$ cat config.mk
export PLATFORM = sky130hd
export DESIGN_NAME = bus_pkt_framer
export DESIGN_NICKNAME = d
export VERILOG_FILES = /design/src/rtl/bus_pkt_pkg.sv /design/src/rtl/bus_pkt_hdr_split.sv /design/src/rtl/bus_pkt_len_lut.sv /design/src/rtl/bus_pkt_framer.sv
export SDC_FILE = /design/constraint.sdc
export NUM_CORES = 1
export LEC_CHECK = 0
export CORE_MARGIN = 3
export CORE_UTILIZATION = 46
export CTS_BUF_LIST = sky130_fd_sc_hd__clkbuf_4
export DETAILED_ROUTE_END_ITERATION = 8
export PLACE_DENSITY = 0.84
export SLEW_MARGIN = 5
export SYNTH_ARGS = -nofsm -noshare
export SYNTH_HDL_FRONTEND = slang
export SYNTH_SLANG_ARGS = --single-unit
$ cat constraint.sdc
create_clock -name clk -period 2.9 [get_ports clk]
set_input_delay 0.58 -clock clk [delete_from_list [all_inputs] [get_ports clk]]
set_output_delay 0.58 -clock clk [all_outputs]
set_load 0.05 [all_outputs]
$ cat src/rtl/bus_pkt_pkg.sv
package bus_pkt_pkg;
    localparam int OP_W  = 4;
    localparam int LEN_W = 3;

    typedef enum logic [OP_W-1:0] {
        OP_RD_BLK      = 4'b0000,
        OP_WR_BLK      = 4'b0001,
        OP_WR_WORD     = 4'b0010,
        OP_CMP_WR_WORD = 4'b0011,
        OP_FLUSH       = 4'b0100,
        OP_IO_RD       = 4'b1000,
        OP_IO_WR       = 4'b1001,
        OP_IO_BCAST    = 4'b1010,
        OP_XLATE       = 4'b1110,
        OP_UNXLATE     = 4'b1111
    } op_e;

    localparam logic [LEN_W-1:0] LEN_SHORT = 3'd2;
    localparam logic [LEN_W-1:0] LEN_LONG  = 3'd5;
endpackage

$ cat src/rtl/bus_pkt_hdr_split.sv
module bus_pkt_hdr_split #(
    parameter int WORD_W = 64,
    parameter int DEV_W  = 10,
    parameter int ADDR_W = 32
) (
    input  logic [WORD_W-1:0]            word,
    output logic [bus_pkt_pkg::OP_W-1:0] op,
    output logic                         reply,
    output logic                         mode,
    output logic                         rshared,
    output logic [DEV_W-1:0]             dev,
    output logic [ADDR_W-1:0]            addr
);
    localparam int OP_HI   = WORD_W - 1;
    localparam int REP_BIT = OP_HI - bus_pkt_pkg::OP_W;
    localparam int MOD_BIT = REP_BIT - 1;
    localparam int RSH_BIT = MOD_BIT - 1;
    localparam int DEV_HI  = RSH_BIT - 1;

    always_comb begin
        op      = word[OP_HI -: bus_pkt_pkg::OP_W];
        reply   = word[REP_BIT];
        mode    = word[MOD_BIT];
        rshared = word[RSH_BIT];
        dev     = word[DEV_HI -: DEV_W];
        addr    = word[ADDR_W-1:0];
    end
endmodule

$ cat src/rtl/bus_pkt_len_lut.sv
module bus_pkt_len_lut
    import bus_pkt_pkg::*;
(
    input  logic [OP_W-1:0]  op,
    input  logic             reply,
    output logic [LEN_W-1:0] len,
    output logic             bad
);
    always_comb begin
        bad = 1'b0;
        len = LEN_SHORT;
        case (op)
            OP_RD_BLK:      len = reply ? LEN_LONG : LEN_SHORT;
            OP_WR_BLK:      len = reply ? LEN_SHORT : LEN_LONG;
            OP_WR_WORD:     len = LEN_SHORT;
            OP_CMP_WR_WORD: len = reply ? LEN_LONG : LEN_SHORT;
            OP_FLUSH:       len = reply ? LEN_SHORT : LEN_LONG;
            OP_IO_RD, OP_IO_WR, OP_IO_BCAST,
            OP_XLATE, OP_UNXLATE: len = LEN_SHORT;
            default:        bad = 1'b1;
        endcase
    end
endmodule

$ cat src/rtl/bus_pkt_framer.sv
module bus_pkt_framer
    import bus_pkt_pkg::*;
#(
    parameter int WORD_W = 64,
    parameter int DEV_W  = 10,
    parameter int ADDR_W = 32,
    parameter int IDX_W  = 2
) (
    input  logic              clk,
    input  logic              rst_n,
    input  logic              in_valid,
    input  logic [WORD_W-1:0] in_word,
    output logic              hdr_stb,
    output logic [OP_W-1:0]   hdr_op,
    output logic              hdr_reply,
    output logic              hdr_mode,
    output logic              hdr_rshared,
    output logic [DEV_W-1:0]  hdr_dev,
    output logic [ADDR_W-1:0] hdr_addr,
    output logic              hdr_bad,
    output logic              word_stb,
    output logic [IDX_W-1:0]  word_idx,
    output logic              eop
);
    typedef struct packed {
        logic [LEN_W-1:0]  left;
        logic [IDX_W-1:0]  nidx;
        logic [IDX_W-1:0]  widx;
        logic              hstb;
        logic              wstb;
        logic              last;
        logic [OP_W-1:0]   op;
        logic              reply;
        logic              mode;
        logic              rsh;
        logic [DEV_W-1:0]  dev;
        logic [ADDR_W-1:0] addr;
        logic              bad;
    } frm_t;

    frm_t st_d, st_q;

    logic [OP_W-1:0]   s_op;
    logic              s_reply, s_mode, s_rsh;
    logic [DEV_W-1:0]  s_dev;
    logic [ADDR_W-1:0] s_addr;
    logic [LEN_W-1:0]  l_len;
    logic              l_bad;

    bus_pkt_hdr_split #(.WORD_W(WORD_W), .DEV_W(DEV_W), .ADDR_W(ADDR_W)) u_split (
        .word(in_word), .op(s_op), .reply(s_reply), .mode(s_mode),
        .rshared(s_rsh), .dev(s_dev), .addr(s_addr)
    );

    bus_pkt_len_lut u_lut (.op(s_op), .reply(s_reply), .len(l_len), .bad(l_bad));

    always_comb begin
        st_d      = st_q;
        st_d.hstb = 1'b0;
        st_d.wstb = 1'b0;
        st_d.last = 1'b0;
        if (in_valid) begin
            if (st_q.left == '0) begin
                st_d.hstb  = 1'b1;
                st_d.op    = s_op;
                st_d.reply = s_reply;
                st_d.mode  = s_mode;
                st_d.rsh   = s_rsh;
                st_d.dev   = s_dev;
                st_d.addr  = s_addr;
                st_d.bad   = l_bad;
                st_d.left  = l_len - LEN_W'(1);
                st_d.nidx  = s_addr[IDX_W-1:0];
            end else begin
                st_d.wstb = 1'b1;
                st_d.widx = st_q.nidx;
                st_d.nidx = st_q.nidx + IDX_W'(1);
                st_d.left = st_q.left - LEN_W'(1);
                st_d.last = (st_q.left == LEN_W'(1));
            end
        end
    end

    always_ff @(posedge clk) begin
        if (!rst_n) st_q <= '0;
        else        st_q <= st_d;
    end

    assign hdr_stb     = st_q.hstb;
    assign hdr_op      = st_q.op;
    assign hdr_reply   = st_q.reply;
    assign hdr_mode    = st_q.mode;
    assign hdr_rshared = st_q.rsh;
    assign hdr_dev     = st_q.dev;
    assign hdr_addr    = st_q.addr;
    assign hdr_bad     = st_q.bad;
    assign word_stb    = st_q.wstb;
    assign word_idx    = st_q.widx;
    assign eop         = st_q.last;
endmodule

* After elaboration in Yosys (flattened, before gate mapping) *
Cells that the tools add are included.

cells by class
  muxes and demuxes = 7
  bitwise logic cells = 3
  reduce and logical (&&, ||, !) cells = 9
  add/sub/neg operators = 3
  eq/ne operators = 10

operators by type and width
  kind                   number
  $eq A4 B4 Y1 const B   5
  $reduce_or A10 Y1      1
  $eq A4 B2 Y1 const B   2
  $mux W3                2
  $pmux W3 S2            1
  $reduce_and A2 Y1      3
  $sub A3 B1 Y3 const B  2
  $mux W5                1
  $eq A4 B1 Y1 const B   1
  $eq A4 B3 Y1 const B   1
  $logic_not A4 Y1       1
  $reduce_or A2 Y1       2
  $eq A3 B1 Y1 const B   1
  $logic_not A3 Y1       1
  $not A1 Y1             3
  $reduce_or A3 Y1       1
  $add A2 B1 Y2 const B  1
  $mux W1                2
  $mux W2                1

storage, ports and cells
  register bits after elaboration = 60
  bits of input ports = 67
  word-level logic and storage cells = 45
  output and inout bits = 55

* Logic depth before layout (Yosys ltp) *
Gate-level depths: netlist of the first run.

  word-level depth = 5
  gate-level depth with buffers = 7

* Cells and area by module *
From an unflattened synthesis of the first run, not the netlist that was laid out.

unflattened totals
  cells, all modules = 383
  area total of the unflattened synthesis = 3,101.7 um^2

modules (own cells, without submodules)
  module             seq. area each (um^2)  cells each  times used  area each (um^2)
  bus_pkt_framer     1,201.2                323         1           2,647.5
  bus_pkt_hdr_split  0.0                    49          1           367.9
  bus_pkt_len_lut    0.0                    11          1           86.3

* Worst setup path after synthesis of the first run *
OpenSTA, ideal clock, no wires.

  path type = input -> register
  from = in in_valid
  to = reg st_q, in the netlist hdr_bad
  cell stages on the path = 6
  buffers on the path = 3
  slack = 1,471 ps
  data arrival time = 1,306 ps
  data required time = 2,777 ps
  cell sequence = buf_2 and3b_1 buf_2 buf_4 o21ai_1 nor2_1

on the way
  longest elaborated chain between the ends = 1

RTL lines
  what                                RTL line              text
  from (decl)                         bus_pkt_framer.sv:11  input logic in_valid,
  $reduce_and A2 Y1 (no source line)  -
  to (signal assigned)                bus_pkt_framer.sv:86  else st_q <= st_d;
  to (decl)                           bus_pkt_framer.sv:41  frm_t st_d, st_q;

Every way passes these cells.
A chain may end at the register's enable or synchronous reset.

* Final worst setup path of the first run *
  from = reg st_q, in the netlist hdr_dev[5]
  to = out hdr_dev[5]

RTL lines
  what       RTL line              text
  to (decl)  bus_pkt_framer.sv:18  output logic [DEV_W-1:0] hdr_dev,

No word-level cell between the ends.

==> metrics.md, run 1 <==
| Metric | Value |
|---|---|
| Status | complete, no violations |
| Critical Path RT | between 2 and 2.5 ns |
| Worst-path clk slew | ~0.09 ns |
| Worst slew pin tran | ~0.53 ns |
| Fraction of registers with async set/reset | 0% |
| Hold_buf cts | 0 |
| Pwr dens | 597 nW/um^2 |
| Clock sinks | 60 |
| DRC viols | 0 |
| Leak | 1.27 nW |
| Buf/Inv on CP | 1 |
| Skew final | approximately 0.013 ns |
| Fin crit period | 2.13 ns |
| Global route overflow | 0 |
| Avg WL per Cell | 12.7 um |
| PnR worst setup slack | 0.769 ns |
| Largest net degree at the start of global routing | 39 |
| Layout cells sized above 1 | about 4.6% |
| Post-cts resize count | 0 |
| Core footprint | 5300 sq um |
| Slowest cell on crit path | clkdlybuf4s50_1 |
| Initial antenna violation count | 0 |
| Critical path arrival | between 1.5 and 2 ns |
| Worst R2R Setup Slack | 1.35 ns |
| Peak fanout along the critical path | 2 |
| Setup crit start kind | register |
| Placer congestion estimate | about 0.8 |
| Mux share of post-synthesis cell area | less than 1% |
| Final TNS setup | 0 ns |
| Final Cycle Share | between 70% and 80% |
| Io pins | 122 |
| Min-Delay Path Class | reg2reg |
| Compound-Gate Fraction of Synth Area | roughly 14% |
| Slew HR | 64.5% |
| Synth Instances | 330 |
| Crit-path max cell delay | 0.82 ns |
| Detailed placement HPWL | 4110 um |
| Post-synth cell types | 30 |
| IO Port Bufs | 106 |
| Via count of the first global-routing pass | about 2,000 |
| Yosys warns | 0 |
| Xor-xnor portion of the synthesized cell area | less than 1% |
| Initial Utilization | between 40% and 50% |
| Die W | 81.4 um |
| Die H | 81.4 um |
| Die area | 6630 sq um |
| Root buf cell | clkbuf_4 |
| Fmax achieved | approximately 470 MHz |
| H-tree depth | 3 |
| Post-layout util | about two thirds |
| Antenna diodes | 0 |
| Antenna viol nets, final | 0 |
| Synthesized flop and latch total | 60 |
| Simple logic cell fraction of the synthesized area | 19.1% |
| Clock latency on the worst-skew pair | about 0.38 ns |
| Layout fillers | 451 |
| EDFF count, synth | 0 |
| Global Route Usage Sum | 18.3% |
| Unrepaired setup endpoints after global routing | no |
| Main combinational cell family by area after synthesis | simple AND/OR/NAND/NOR gates |
| Post-Syn Area per Cell | 7.93 sq um |
| Post-Synth Adder-Cell Area | 1.43% |
| Hold Slack | 0.455 ns |
| Final slew viol count | 0 |
| Setup Viol. Count Final | 0 |
| Worst setup EP type | output pin |
| Dpl ws | 0.660 ns |
| Max-Cap Viols | 0 |
| Design Area, Final | about 3500 sq um |
| Crit path max-delay family | buffers and inverters |
| CTS tree | done |
| Ys flop type | dfxtp_1 |
| Mapped Area | around 2600 sq um |
| Syn_nets | 400 |
| Final Hold Violating Endpoints | 0 |
| Via count | 2,203 |
| Site Rows | 26 |
| Setup bufs post-CTS | 0 |
| Post-layout net count | 455 |
| WL final | 5820 um |
| Global-route wire length before repair | slightly above 9000 um |
| Sequential share of the synthesized area | 45.9% |
| Num CTS Buffers | 9 |
| Worst-path cell chain | clkdlybuf4s50_1 |
| Synthesis-to-layout area growth | 32.5% |
| Initial DRT Pass Iterations | 4 |
| Clock Path Buffers | 2 |
| Worst vdd ir | 373 uV |
| Routed vias/inst | 4.81 |
| Setup CP Type | reg2out |
| Initial drt markers | between 80 and 90 |
| Placed inst area | 3360 sq um |
==> layout make-up <==
type	count	area [sq um]	share of cell area [%]
clock inverter	5	45.0	1.30
timing repair buffer	112	1120	32.3
multi-input combinational	197	930	26.8
sequential	60	1200	34.6
clock buffer	9	67.6	1.95
tap	70	87.6	2.53
inverter	5	18.8	0.541
==> routing by layer <==
metal	routed length, um	up-vias	global-route usage [%]	part of all wire, %
li1	-	1132	-	-
met1	2360	988	20.9	41
met2	2830	74	30.2	49
met3	512	9	6.03	8.8
met4	112	0	9.46	1.9
met5	0	-	0	0
==> registers in the layout, summed over array words and instances, names as in the netlist <==
| name | count |
|---|---|
| st_q | 5 |
| word_stb | 1 |
| word_idx | 2 |
| hdr_op | 4 |
| eop | 1 |
| hdr_mode | 1 |
| hdr_bad | 1 |
| hdr_addr | 32 |
| hdr_stb | 1 |
| hdr_rshared | 1 |
| hdr_reply | 1 |
| hdr_dev | 10 |
==> placed cells by master, fill, tap and decap left out, types with 2 or more instances in the layout <==
cell type,n
nor2_1,8
nand3_1,3
buf_4,5
a21oi_1,54
o21ai_0,4
dfxtp_1,60
clkdlybuf4s50_1,106
nand2_1,103
clkinv_1,5
clkbuf_4,9
a31oi_1,2
o21ai_1,2
ha_1,3
inv_1,4
nand3b_1,2
nor4b_1,2
==> synth_stat cells, types with 2 or more instances <==
library cell  instances  share of area, %
nand2_1             103                15
dfxtp_1              60                46
a21oi_1              54                10
buf_4                54                15
buf_2                 9               1.7
nor2_1                8               1.1
inv_1                 5              0.72
o21ai_0               4              0.76
clkbuf_1              3              0.43
ha_1                  3               1.4
nand3_1               3              0.57
a31oi_1               2              0.48
buf_1                 2              0.29
nand3b_1              2              0.57
nor4b_1               2              0.67
o21ai_1               2              0.38
==> logic make-up (layout without fill, tap and decap cells) <==
kind of cell / after synthesis / after routing
compound gates: 68 / 68
xor+xnor: 2 / 2
fa+ha+maj: 3 / 3
buf+inv: 73 / 131
flops: 60 / 60
mux: 1 / 1
simple gates: 123 / 123
==> path summary, 6_finish.rpt <==
path | end | depth (start not counted) | from
hold / removal | hdr_dev[4] | 2 | hdr_dev[4]
setup reg to reg | hdr_addr[2] | 6 | st_q[57]
setup / recovery | hdr_dev[5] | 1 | hdr_dev[5]
hold reg to reg | hdr_dev[4] | 2 | hdr_dev[4]
==> metrics by stage <==
stage / power [mW] / instances
floorplan: 1.42 / 330
global placement: 1.57 / 444
detailed placement: 1.58 / 444
CTS: 2.10 / 458
global route: 2.20 / 458
finish: 2.07 / 458
==> power by group <==
part           switching [mW]  internal, mW
Combinational           0.391         0.237
Sequential             0.0357         0.892
Clock                   0.272         0.243
Total                   0.698          1.37
No activity file was read; power rests on OpenSTA's default activity.
==> run 2, diff against run 1 <==
--- a/config.mk
+++ b/config.mk
@@ -6,10 +6,10 @@
 export NUM_CORES = 1
 export LEC_CHECK = 0
 export CORE_MARGIN = 3
-export CORE_UTILIZATION = 46
+export CORE_UTILIZATION = 38
 export CTS_BUF_LIST = sky130_fd_sc_hd__clkbuf_4
 export DETAILED_ROUTE_END_ITERATION = 8
-export PLACE_DENSITY = 0.84
+export PLACE_DENSITY = 0.74
 export SLEW_MARGIN = 5
 export SYNTH_ARGS = -nofsm -noshare
 export SYNTH_HDL_FRONTEND = slang
==> constraint.sdc (replaced) <==
create_clock -name clk -period 1.9 [get_ports clk]
set_input_delay 0.38 -clock clk [delete_from_list [all_inputs] [get_ports clk]]
set_output_delay 0.38 -clock clk [all_outputs]
set_load 0.05 [all_outputs]
==> run 2 against run 1 <==
  * Combinational power grew 46%
  * Non-clock buffer count grew 2
  * Flip-flop and latch count is the same
  * Count of clock-buffer cells in the layout grew 1
  * Die area grew 19%
  * Global-route usage shrank 2.6 points
  * First-iteration DRC count grew 33%
  * Sequential share of layout area grew 0.050 points
  * Utilization shrank 12 points
  * Critical path depth is the same
  * Critical endpoint is now hdr_dev[9]
  * Highest routed layer unchanged
==> metrics.md, run 2 (same netlist as run 1, synthesis figures left out) <==
| Metric | Value |
|---|---|
| Status | complete, no violations |
| Clock Path Buffers | 2 |
| PnR worst setup slack | roughly 0.23 ns |
| Largest net degree at the start of global routing | 31 |
| Pwr dens | 957 nW/um^2 |
| Global Route Usage Sum | 15.7% |
| Global-route wire length before repair | 9450 um |
| Setup crit start kind | register |
| Slowest cell on crit path | dlygate4sd2_1 |
| Detailed placement HPWL | ~4400 um |
| Layout cells sized above 1 | 9.18% |
| Post-cts resize count | 44 |
| Area of the multi-input gates | 930 sq um |
| Clock latency on the worst-skew pair | 0.39 ns |
| Via count of the first global-routing pass | 2,044 |
| Buf/Inv on CP | 1 |
| H-tree depth | 3 |
| FF-to-FF End | hdr_addr[11] |
| Non-Filler Instances | 469 |
| Placed inst area | 3360 sq um |
| Setup CP Type | reg2out |
| Most common cell after layout, fill and taps aside | nand2_1 |
| Final Hold Violating Endpoints | 0 |
| Num CTS Buffers | 9 |
| Min-Delay Path Class | reg2reg |
| Fmax achieved | 600 MHz |
| Placed Instances | ~450 |
| Dpl ws | slightly below 0.09 ns |
| Core footprint | 6490 sq um |
| Worst-path cell chain | dlygate4sd2_1 |
| Io pins | 122 |
| Initial drt markers | ~110 |
| Design Area, Final | 3460 sq um |
| Placer congestion estimate | 0.746 |
| Synthesis-to-layout area growth | 32.3% |
| Worst slew pin tran | roughly 0.51 ns |
| DRC viols | 0 |
| Setup bufs post-CTS | 0 |
| CTS tree | done |
| Slew HR | 65.9% |
| Die area | 7920 sq um |
| Post-layout util | about 53% |
| Antenna diodes | 0 |
| Crit path launch | hdr_dev[9] |
| Site Rows | 29 |
| Max-Cap Viols | 0 |
| Via count | about 2,200 |
| Worst setup EP type | output pin |
| Clock sinks | 60 |
| R2R depth | 6 |
| Fin crit period | ~1.7 ns |
| Post-layout net count | 457 |
| Skew final | 0.00900 ns |
| Hold_buf cts | 0 |
| Global route overflow | 0 |
| Antenna viol nets, final | 0 |
| Final Cycle Share | roughly 90% |
| Critical Path RT | 1.52 ns |
| Final slew viol count | 0 |
| IO Port Bufs | 106 |
| WL final | 5950 um |
| Critical path arrival | 1.29 ns |
| Reg-to-reg startpoint | st_q[57] |
| Crit-path max cell delay | 0.54 ns |
| Initial antenna violation count | 0 |
| Avg WL per Cell | approximately 13 um |
| Critical path depth | 1 |
| Initial DRT Pass Iterations | 4 |
| Final TNS setup | 0 ns |
| Leak | 1.52 nW |
| Routed vias/inst | 4.68 |
| Most frequent cells in the layout | nand2_1 (103), dfxtp_1 (60), a21oi_1 (54) |
| Root buf cell | clkbuf_4 |
| Crit path max-delay family | buffers and inverters |
| Layout fillers | 627 |
| Storage cell area | 1200 sq um |
| Crit path to | hdr_dev[9] |
| Initial Utilization | 40.3% |
| Max FFs per register | 32 |
| Die H | 89.0 um |
| Worst-path clk slew | 0.10 ns |
| Die W | 89.0 um |
| Peak fanout along the critical path | 2 |
| Worst R2R Setup Slack | 0.28 ns |
| Unrepaired setup endpoints after global routing | no |
| Worst vdd ir | 415 uV |
| Setup Viol. Count Final | 0 |
-- run 2: cell count changes in the layout (fill, tap and decap cells not counted) --
cell	change
clkbuf_4	+1
bufinv_16	+1
clkinv_2	+3
buf_4	+12
buf_12	+1
dlygate4sd2_1	+44
clkdlybuf4s50_1	-55
clkinv_1	-3
-- run 2: worst min-delay path, cell delays in order (launching register included) --
cell	delay [ns]
dfxtp_1	0.32
nand2_1	0.05
a21oi_1	0.05
-- run 2: layout make-up --
| cell class | count | share of cell area (%) |
|---|---|---|
| sequential | 60 | 34.7 |
| timing repair buffer | 114 | 30.7 |
| multi-input combinational | 197 | 26.8 |
| inverter | 5 | 0.542 |
| clock inverter | 6 | 2.28 |
| clock buffer | 10 | 2.17 |
| tap | 77 | 2.78 |
-- run 2: worst min path at each step --
stage	slack [ns]	cells past startpoint	from	to
after floorplan	0.44	2	hdr_addr[0]	hdr_addr[0]
after global routing	0.48	2	hdr_addr[25]	hdr_addr[25]
final	0.45	2	hdr_reply	hdr_reply
after CTS	0.46	2	hdr_reply	hdr_reply
after detailed placement	0.45	2	hdr_addr[16]	hdr_addr[16]
after global placement	0.44	2	hdr_reply	hdr_reply
-- run 2: power breakdown --
group,internal (mW),total [mW],switching [mW]
registers,1.36,1.41,0.0520
logic,0.316,0.916,0.600
clock network,0.538,0.985,0.447
-- run 2: metrics by stage --
| stage | hold slack, ns | total power [mW] |
|---|---|---|
| 4_1_cts | 0.456 | 3.36 |
| 3_3_place_gp | 0.441 | 2.41 |
| 5_1_grt | 0.476 | 3.51 |
| 6_report | 0.454 | 3.31 |
| 3_5_place_dp | 0.445 | 2.42 |
| 2_1_floorplan | 0.437 | 2.17 |
-- run 2: per-layer routing --
metal,vias to the layer above,routed length (um),GRT usage (%)
met4,0,225,10.0
met5,-,0,0
met2,59,2900,25.7
met1,975,2490,18.1
met3,19,334,3.96
li1,1140,-,-
==> run 3, diff against run 2 <==
--- a/config.mk
+++ b/config.mk
@@ -5,6 +5,7 @@
 export SDC_FILE = /design/constraint.sdc
 export NUM_CORES = 1
 export LEC_CHECK = 0
+export CAP_MARGIN = 10
 export CORE_MARGIN = 3
 export CORE_UTILIZATION = 38
 export CTS_BUF_LIST = sky130_fd_sc_hd__clkbuf_4
==> results of run 3 <==
Final layout, timing and power as in run 2 (identical DEF).
